[src/rtl/sic_pkg.sv]
package sic_pkg;
  // Control byte layout: bit0 clear-on-read, bit1 drop second edge, bit2 exclusive
  typedef struct packed {
    logic excl;
    logic pdis;
    logic cor;
  } sic_ctrl_t;
endpackage

[src/rtl/sic_sync.sv]
module sic_sync #(
  parameter int W = 8
) (
  input  logic         clk,
  input  logic         rst_n,
  input  logic [W-1:0] d_i,
  output logic [W-1:0] q_o
);
  logic [W-1:0] meta_q, sync_q;

  always_ff @(posedge clk or negedge rst_n) begin
    if (!rst_n) begin
      meta_q <= '0;
      sync_q <= '0;
    end else begin
      meta_q <= d_i;
      sync_q <= meta_q;
    end
  end

  assign q_o = sync_q;
endmodule

[src/rtl/sic_edge.sv]
module sic_edge #(
  parameter int N = 24
) (
  input  logic           clk,
  input  logic           rst_n,
  input  logic [N-1:0]   src_i,
  input  logic [2*N-1:0] sel_i,
  output logic [N-1:0]   ev_o
);
  logic [N-1:0] lvl, prev_q;

  sic_sync #(.W(N)) u_sync (
    .clk   (clk),
    .rst_n (rst_n),
    .d_i   (src_i),
    .q_o   (lvl)
  );

  always_ff @(posedge clk or negedge rst_n) begin
    if (!rst_n) prev_q <= '0;
    else        prev_q <= lvl;
  end

  for (genvar i = 0; i < N; i++) begin : g_src
    assign ev_o[i] = (sel_i[2*i]   &  lvl[i] & ~prev_q[i])
                   | (sel_i[2*i+1] & ~lvl[i] &  prev_q[i]);
  end
endmodule

[src/rtl/sic_line.sv]
module sic_line #(
  parameter int N  = 24,
  parameter int NB = (N + 7) / 8
) (
  input  logic          clk,
  input  logic          rst_n,
  input  logic [N-1:0]  ev_i,
  input  logic [N-1:0]  set_i,
  input  logic [N-1:0]  w1c_i,
  input  logic [N-1:0]  rdclr_i,
  input  logic          cor_i,
  input  logic          pdis_i,
  input  logic [NB-1:0] mask_we_i,
  input  logic [7:0]    mask_wdata_i,
  output logic [N-1:0]  status_o,
  output logic [N-1:0]  mask_o,
  output logic          irq_n_o
);
  logic [N-1:0] st_q, st_d, pend_q, pend_d, mask_q, mask_d, clr;

  always_comb begin
    clr  = (cor_i ? rdclr_i : w1c_i) & st_q;
    st_d = (st_q & ~clr) | ev_i | set_i | (pend_q & clr);
    if (pdis_i) pend_d = '0;
    else        pend_d = ((pend_q | (st_q & ev_i)) & ~clr) | (pend_q & ev_i & clr);
    mask_d = mask_q;
    for (int i = 0; i < N; i++) begin
      if (mask_we_i[i/8]) mask_d[i] = mask_wdata_i[i%8];
    end
  end

  always_ff @(posedge clk or negedge rst_n) begin
    if (!rst_n) begin
      st_q   <= '0;
      pend_q <= '0;
      mask_q <= '1;
    end else begin
      st_q   <= st_d;
      pend_q <= pend_d;
      mask_q <= mask_d;
    end
  end

  assign status_o = st_q;
  assign mask_o   = mask_q;
  assign irq_n_o  = ~|(st_q & ~mask_q);
endmodule

[src/rtl/sec_irq_ctrl.sv]
module sec_irq_ctrl
  import sic_pkg::*;
#(
  parameter int NUM_SRC = 24,
  parameter int ADDR_W  = 5
) (
  input  logic               clk,
  input  logic               rst_n,
  input  logic [NUM_SRC-1:0] src_i,
  input  logic               bus_sel,
  input  logic [ADDR_W-1:0]  bus_addr,
  input  logic               bus_wr,
  input  logic               bus_rd,
  input  logic [7:0]         bus_wdata,
  output logic [7:0]         bus_rdata,
  output logic               bus_rvalid,
  output logic [1:0]         irq_n
);
  localparam int NB    = (NUM_SRC + 7) / 8;
  localparam int EB    = (2 * NUM_SRC + 7) / 8;
  localparam int A_ST  = 0;
  localparam int A_MK  = NB;
  localparam int A_ED  = 2 * NB;
  localparam int A_CT  = 2 * NB + EB;
  localparam int A_SET = A_CT + 1;

  // reset: asserted asynchronously, released on the clock
  logic [1:0] rst_pipe;
  logic       rst_q_n;
  always_ff @(posedge clk or negedge rst_n) begin
    if (!rst_n) rst_pipe <= '0;
    else        rst_pipe <= {rst_pipe[0], 1'b1};
  end
  assign rst_q_n = rst_pipe[1];

  // shared control and edge selection
  sic_ctrl_t         ctrl_q, ctrl_d;
  logic [EB*8-1:0]   edge_q, edge_d;

  always_comb begin
    ctrl_d = ctrl_q;
    if (bus_wr && bus_addr == ADDR_W'(A_CT)) ctrl_d = sic_ctrl_t'(bus_wdata[2:0]);
    edge_d = edge_q;
    for (int b = 0; b < EB; b++) begin
      if (bus_wr && bus_addr == ADDR_W'(A_ED + b)) edge_d[8*b +: 8] = bus_wdata;
    end
  end

  always_ff @(posedge clk or negedge rst_q_n) begin
    if (!rst_q_n) begin
      ctrl_q <= '0;
      edge_q <= '0;
    end else begin
      ctrl_q <= ctrl_d;
      edge_q <= edge_d;
    end
  end

  // edge events
  logic [NUM_SRC-1:0] ev;
  sic_edge #(.N(NUM_SRC)) u_edge (
    .clk   (clk),
    .rst_n (rst_q_n),
    .src_i (src_i),
    .sel_i (edge_q[2*NUM_SRC-1:0]),
    .ev_o  (ev)
  );

  // per-line access decode
  logic [1:0][NUM_SRC-1:0] w1c, rdclr, tset;
  logic [1:0][NB-1:0]      mk_we;

  always_comb begin
    for (int l = 0; l < 2; l++) begin
      for (int i = 0; i < NUM_SRC; i++) begin
        w1c[l][i]   = bus_wr && (bus_sel == l[0]) && bus_addr == ADDR_W'(A_ST + i/8)
                      && bus_wdata[i%8];
        rdclr[l][i] = bus_rd && (bus_sel == l[0]) && bus_addr == ADDR_W'(A_ST + i/8);
        tset[l][i]  = bus_wr && (bus_sel == l[0]) && bus_addr == ADDR_W'(A_SET + i/8)
                      && bus_wdata[i%8];
      end
      for (int b = 0; b < NB; b++) begin
        mk_we[l][b] = bus_wr && (bus_sel == l[0]) && bus_addr == ADDR_W'(A_MK + b);
      end
    end
  end

  // the two lines
  logic [1:0][NUM_SRC-1:0] status_q, mask_q;

  for (genvar l = 0; l < 2; l++) begin : g_line
    logic [NUM_SRC-1:0] ev_l;
    if (l == 0) begin : g_first
      assign ev_l = ev;
    end else begin : g_other
      assign ev_l = ctrl_q.excl ? '0 : ev;
    end
    sic_line #(.N(NUM_SRC), .NB(NB)) u_line (
      .clk          (clk),
      .rst_n        (rst_q_n),
      .ev_i         (ev_l),
      .set_i        (tset[l]),
      .w1c_i        (w1c[l]),
      .rdclr_i      (rdclr[l]),
      .cor_i        (ctrl_q.cor),
      .pdis_i       (ctrl_q.pdis),
      .mask_we_i    (mk_we[l]),
      .mask_wdata_i (bus_wdata),
      .status_o     (status_q[l]),
      .mask_o       (mask_q[l]),
      .irq_n_o      (irq_n[l])
    );
  end

  // read path
  logic [NB*8-1:0] st_pad, mk_pad;
  logic [7:0]      rdata_d, rdata_q;
  logic            rvalid_q;

  assign st_pad = (NB*8)'(bus_sel ? status_q[1] : status_q[0]);
  assign mk_pad = (NB*8)'(bus_sel ? mask_q[1]   : mask_q[0]);

  always_comb begin
    rdata_d = '0;
    for (int b = 0; b < NB; b++) begin
      if (bus_addr == ADDR_W'(A_ST + b)) rdata_d = st_pad[8*b +: 8];
      if (bus_addr == ADDR_W'(A_MK + b)) rdata_d = mk_pad[8*b +: 8];
    end
    for (int b = 0; b < EB; b++) begin
      if (bus_addr == ADDR_W'(A_ED + b)) rdata_d = edge_q[8*b +: 8];
    end
    if (bus_addr == ADDR_W'(A_CT)) rdata_d = {5'b0, ctrl_q};
  end

  always_ff @(posedge clk or negedge rst_q_n) begin
    if (!rst_q_n) begin
      rdata_q  <= '0;
      rvalid_q <= 1'b0;
    end else begin
      rvalid_q <= bus_rd;
      if (bus_rd) rdata_q <= rdata_d;
    end
  end

  assign bus_rdata  = rdata_q;
  assign bus_rvalid = rvalid_q;
endmodule

[config.mk]
export PLATFORM = sky130hd
export DESIGN_NAME = sec_irq_ctrl
export DESIGN_NICKNAME = d
export VERILOG_FILES = /design/src/rtl/sic_pkg.sv /design/src/rtl/sic_sync.sv /design/src/rtl/sic_edge.sv /design/src/rtl/sic_line.sv /design/src/rtl/sec_irq_ctrl.sv
export SDC_FILE = /design/constraint.sdc
export NUM_CORES = 1
export LEC_CHECK = 0
export BUFFER_PORTS_ARGS = -buffer_cell sky130_fd_sc_hd__buf_2
export CORE_ASPECT_RATIO = 0.8
export CORE_MARGIN = 2
export CORE_UTILIZATION = 40
export CTS_CLUSTER_SIZE = 28
export DETAILED_ROUTE_END_ITERATION = 10
export GPL_ROUTABILITY_DRIVEN = 1
export MAX_ROUTING_LAYER = met4
export PLACE_DENSITY_LB_ADDON = 0.25
export SYNTH_ARGS = -nofsm -noshare
export SYNTH_HDL_FRONTEND = slang
export SYNTH_SLANG_ARGS = --single-unit
[constraint.sdc]
create_clock -name clk -period 9.21 [get_ports clk]
set_clock_uncertainty 0.05 [all_clocks]
set_input_delay 1.3815 -clock clk [delete_from_list [all_inputs] [get_ports clk]]
set_output_delay 1.3815 -clock clk [all_outputs]
set_load 0.05 [all_outputs]
; Word-level counts from Yosys, hierarchy flattened
; Cells that the tools add are included.
[word_totals]
reg_bits = 278
out_inout_bits = 11
word_cells = 395
[op_classes]
n_eq_ne = 15
muxes = 20
n_bitwise = 199
n_reduce_logical = 136
[op_table]
columns = op, n
row1 = 24-bit bitwise AND, 16
row2 = 24-bit OR, 10
row3 = 24-bit two-way mux, 7
row4 = 1-bit logical AND, 131
row5 = 8-bit two-way mux, 13
row6 = 1-bit bitwise AND, 96
row7 = 24-bit NOT, 4
row8 = 1-bit NOT, 49
row9 = 24-bit OR reduction, 2
row10 = 5-bit by 4-bit == test with 1-bit output (second input constant), 8
row11 = 1-bit OR, 24
row12 = 5-bit by 3-bit == test with 1-bit output (second input constant), 4
row13 = 5-bit by 2-bit == test with 1-bit output (second input constant), 2
row14 = 5-bit by 1-bit == test with 1-bit output (second input constant), 1
row15 = 5-bit logical NOT, 1
row16 = 1-bit logical NOT, 2

; Longest topological paths before layout
[logic_depth]
word_depth = 14
mapped_depth = 9
depth_no_buf = 5

; Cells and area by module
; From an unflattened synthesis, not the netlist that was laid out.
[hier_totals]
hier_cells = 1351
area_unflattened_um2 = 13872.1
[by_module_without_submodules]
columns = mod, n_inst, cells_each, area_per_inst_um2, seq_area_each_um2
row1 = sic_line, 2, 336, 3458.3, 1831.8
row2 = sec_irq_ctrl, 1, 535, 4820.9, 1551.5
row3 = sic_sync, 1, 48, 1201.2, 1201.2
row4 = sic_edge, 1, 96, 933.4, 600.6

; Least setup slack after synthesis
; No wires, ideal clock.
[synth_timing]
path_kind = input -> register
from = in bus_sel
to = reg rdata_q[4], in the netlist bus_rdata[4]
arrival_ps = 2744
required_ps = 9020
setup_slack_ps = 6276
stages = 8
path_buffers = 4
cell_sequence = buf_2 > buf_6 > buf_4 > buf_4 > mux2i_1 > o22ai_1 > o41ai_1 > o211ai_1
[synth_between]
elab_chain_cells = 14
word_cells_on_any_way = 15
cone_classes = mux (15)
[synth_rtl]
columns = element, line_no
row1 = "start, declared", sec_irq_ctrl.sv:10  ; input logic bus_sel,
row2 = 24-bit two-way mux, sec_irq_ctrl.sv:120  ; assign st_pad = (NB*8)'(bus_sel ? status_q[1] : status_q[0]);
row3 = 8-bit two-way mux, sec_irq_ctrl.sv:126  ; if (bus_addr == ADDR_W'(A_ST + b)) rdata_d = st_pad[8*b +: 8];
row4 = 8-bit two-way mux, sec_irq_ctrl.sv:127  ; if (bus_addr == ADDR_W'(A_MK + b)) rdata_d = mk_pad[8*b +: 8];
row5 = 8-bit two-way mux, sec_irq_ctrl.sv:126
row6 = 8-bit two-way mux, sec_irq_ctrl.sv:127
row7 = 8-bit two-way mux, sec_irq_ctrl.sv:126
row8 = 8-bit two-way mux *, sec_irq_ctrl.sv:127
row9 = 8-bit two-way mux * (6 in series), sec_irq_ctrl.sv:130  ; if (bus_addr == ADDR_W'(A_ED + b)) rdata_d = edge_q[8*b +: 8];
row10 = 8-bit two-way mux *, sec_irq_ctrl.sv:132  ; if (bus_addr == ADDR_W'(A_CT)) rdata_d = {5'b0, ctrl_q};
row11 = "end signal, assigned", sec_irq_ctrl.sv:141  ; if (bus_rd) rdata_q <= rdata_d;
row12 = "end, declared", sec_irq_ctrl.sv:117  ; logic [7:0] rdata_d, rdata_q;
; Every way passes the cells marked *; elsewhere a longest branch is shown, timed or not.
; A chain may end at the register's enable or synchronous reset.

; Worst setup path after layout
[layout_timing]
from = reg g_line[1].u_line.mask_q[17]
to = out irq_n[1]
[layout_between]
elab_chain_cells = 4
[layout_rtl]
columns = element, line_no
row1 = "start, declared", sic_line.sv:19  ; logic [N-1:0] st_q, st_d, pend_q, pend_d, mask_q, mask_d, clr;
row2 = "start signal, assigned", sic_line.sv:40  ; mask_q <= mask_d;
row3 = 24-bit NOT, sic_line.sv:46  ; assign irq_n_o = ~|(st_q & ~mask_q);
row4 = 24-bit bitwise AND, sic_line.sv:46
row5 = 24-bit OR reduction, sic_line.sv:46
row6 = 1-bit logical NOT, sic_line.sv:46
row7 = "end, declared", sec_irq_ctrl.sv:17  ; output logic [1:0] irq_n
; No other way between the ends.

==> results.tsv <==
metric	value	unit
cts_buffers	29	
cap_violations	0	
grt_setup_unrepaired	no	
met1_usage	37.3	%
grt_busiest_layer	met1	
slowest_stage	nor4_1	
min-delay-start	u_edge.u_sync.meta_q[11]	
worstPathBufferInverterCount	1	
syn_area_per_cell	10.5	um2
synth-edff-count	0	
p_seq_share	44.3	%
use_met3	7.12	%
cp.arrival	2.62	ns
period_minus_slack	4.05	ns
place.gp.congestion	0.968	
fmax	247	MHz
final_common_cell	dfrtp_1	
cp-end-kind	output port	
crit_chain	o22ai_1, nor4_1, nand3_1, nor4_1, buf_2	
max_stage_delay	0.56	ns
postCtsHoldBufs	0	
grt_pass1_vias	10400	
p_comb_share	26.1	%
cp_common_cell	nor4_1	
io_buffers	52	
yosysWarningCount	0	
ys.flop_type	dfrtp_1	
post-cts-setup-buffers	0	
min_to	u_edge.u_sync.q_o[11]	
antenna_found_initial	1	
hold_viol_final	0	
final_max_slew_viol_count	0	
critical_path.top_delay_family	simple AND/OR/NAND/NOR gates	
mostFrequentLayoutCells	dfrtp_1, nand2_1, mux2_2	
dieArea	36000	um2
die_h	170	um
finalCritPeriodShare	43.9	%
clock_latency	0.57	ns
syn_area	13800	um2
p_int	2750	uW
clockBufferDepth	3	
drt-total-wl	43600	um
crit_path_max_fanout	3	
ys_seq_area_share	50.9	%
floorplan.initialDensity	40.8	%
hold_class	reg2reg	
num_rows	60	
die_w	212	um
stdcell_count	1789	
area_growth	11.5	%
final_util	45.5	%
drive_gt1_share	22.4	%
p_sw	1440	uW
r2r_start	g_line[0].u_line.status_o[12]	
rrSetupSlack	7.04	ns
cts-resized-gates	0	
grt_pass1_wl	66500	um
setup_tns	0	ns
grt_max_degree	153	
pwr-share-clk	29.6	%
cts_tree	done	
start_kind	flop	
ys_ff_latch	278	
clkTransAtPathRegs	0.07	ns
synth.net_count	1356	
ctsRootBufferMaster	clkbuf_16	
antenna_left	0	
ys_types	69	
vias	10900	
placedCellCount	1735	
outcome	finished clean	
cts_max_level	1	
reg2reg_to	bus_rdata[4]	
p_leak	0.00666	uW
swShare	34.3	%
setup_viol	0	
ir_drop	0.155	mV
met2_usage	34.4	%
final_nets	1374	
grt_remaining_overflow	0	
drc	0	
synth-async-reset-ratio	100	%
finalPower	4190	uW
critical_path_class	reg2out	
ff2ff_path_depth	5	
firstDrtPassIters	5	
worst_pin_slew	1.04	ns
cts_sinks	278	
netlist_instances	1314	
holdPathStages	0	
grt_usage	25.4	%
p_per_area	273	nW/um2
drtIter0Drc	1167	
slew_headroom	30.9	%
ioPinCount	53	
wl_per_cell	24.4	um
dp_hpwl	29600	um
via_per_inst	6.08	
core-area	33800	um2
critPathRequiredTime	7.78	ns
synth_stat cells (4+ instances only):
cell type  instances  area (um2)
a41oi_1            4        35.0
o21a_1            23         173
a21oi_1           38         190
nand3b_1          22         165
a2bb2oi_1          5        43.8
nor3_1            33         165
o21ai_0           86         430
o221a_2            4        45.0
or3_1              4        25.0
dfrtp_1          230        5760
o211ai_1          28         210
nor2b_1            7        43.8
nand2b_1           7        43.8
dfstp_2           48        1260
o31ai_1            7        52.6
mux2i_1           39         390
a22oi_1           28         210
buf_2             22         110
nand2_2            4        25.0
mux4_2             5         113
buf_4              6        45.0
mux2_2            99        1110
clkbuf_1          51         191
nand3_1            9        45.0
nor2_1            40         150
o22ai_1           28         175
o221ai_1           5        43.8
nand2_1          221         830
a41o_1            44         440
inv_1             51         191
o22a_1            26         228
nor3b_1            8        60.1
o21bai_1          20         150
o31ai_4            6         128
worst max-delay path by stage:
stage | start | endpoint | slack [ns] | depth (start not counted)
2_1_floorplan | rst_pipe[1] | bus_rdata[0] | 0.92 | 0
3_3_place_gp | bus_sel | g_line[1].u_line.mask_o[9] | 5.00 | 6
3_5_place_dp | bus_sel | g_line[1].u_line.mask_o[15] | 4.96 | 6
4_1_cts | g_line[1].u_line.mask_o[17] | irq_n[1] | 5.22 | 5
5_1_grt | g_line[1].u_line.status_o[19] | irq_n[1] | 5.12 | 6
6_report | g_line[1].u_line.mask_o[17] | irq_n[1] | 5.16 | 5
sequential cells by signal (all words and copies together), names as in the netlist:
signal	cells
ctrl_q	3
g_line.u_line.pend_q	48
edge_q	48
g_line.u_line.status_o	48
u_edge.u_sync.q_o	24
g_line.u_line.mask_o	48
u_edge.u_sync.meta_q	24
u_edge.prev_q	24
bus_rdata	8
rst_pipe	2
bus_rvalid	1
worst register-to-register path: stages (launching register included):
cell and delay, ns:
dfrtp_1 0.44, mux4_2 0.47, a22oi_1 0.30, nor2_1 0.09, o41ai_1 0.49, o211ai_1 0.17
layout make-up:
cell class | count | area [um2]
Antenna cell | 1 | 2.50
Inverter | 51 | 191
Multi-Input combinational cell | 902 | 6210
Tap cell | 434 | 543
Fill cell | 3194 | 18400
Timing Repair Buffer | 70 | 408
Sequential cell | 278 | 7020
Clock buffer | 38 | 820
Clock inverter | 15 | 180
stage by stage:
stage | cell area (um2) | hold slack (ns) | setup WS (ns)
4_1_cts | 15400 | 0.298 | 5.22
3_5_place_dp | 14400 | 0.285 | 4.96
5_1_grt | 15400 | 0.304 | 5.12
6_report | 15400 | 0.294 | 5.16
2_1_floorplan | 13800 | 0.281 | 0.923
3_3_place_gp | 14400 | 0.282 | 5.00
logic make-up (layout without fill, tap and decap cells):
kind of cell	Yosys count	in the layout	share of synthesized area, %
and+or+nand+nor	380	380	13.0
AOI/OAI and AO/OA	378	378	20.2
muxes	143	143	11.7
buffers and inverters	134	174	4.17
other	1	2	0.0272
DFF	278	278	50.9
routing by layer:
metal  share of wire (%)  vias up  wire (um)
met5                   0        -          0
met4                 2.1        0        929
met3                 9.2       63       4030
met2                  41      417      18000
met1                  47     5574      20700
li1                    -     4832          -
power groups by stage:
stage,Combinational (uW),Sequential [uW],Clock (uW)
floorplan,781,1780,0
global placement,1050,1860,0
detailed placement,1080,1860,0
CTS,1080,1850,1260
global route,1210,1900,1310
finish,1090,1860,1240
Power figures use the tool's default switching activity.
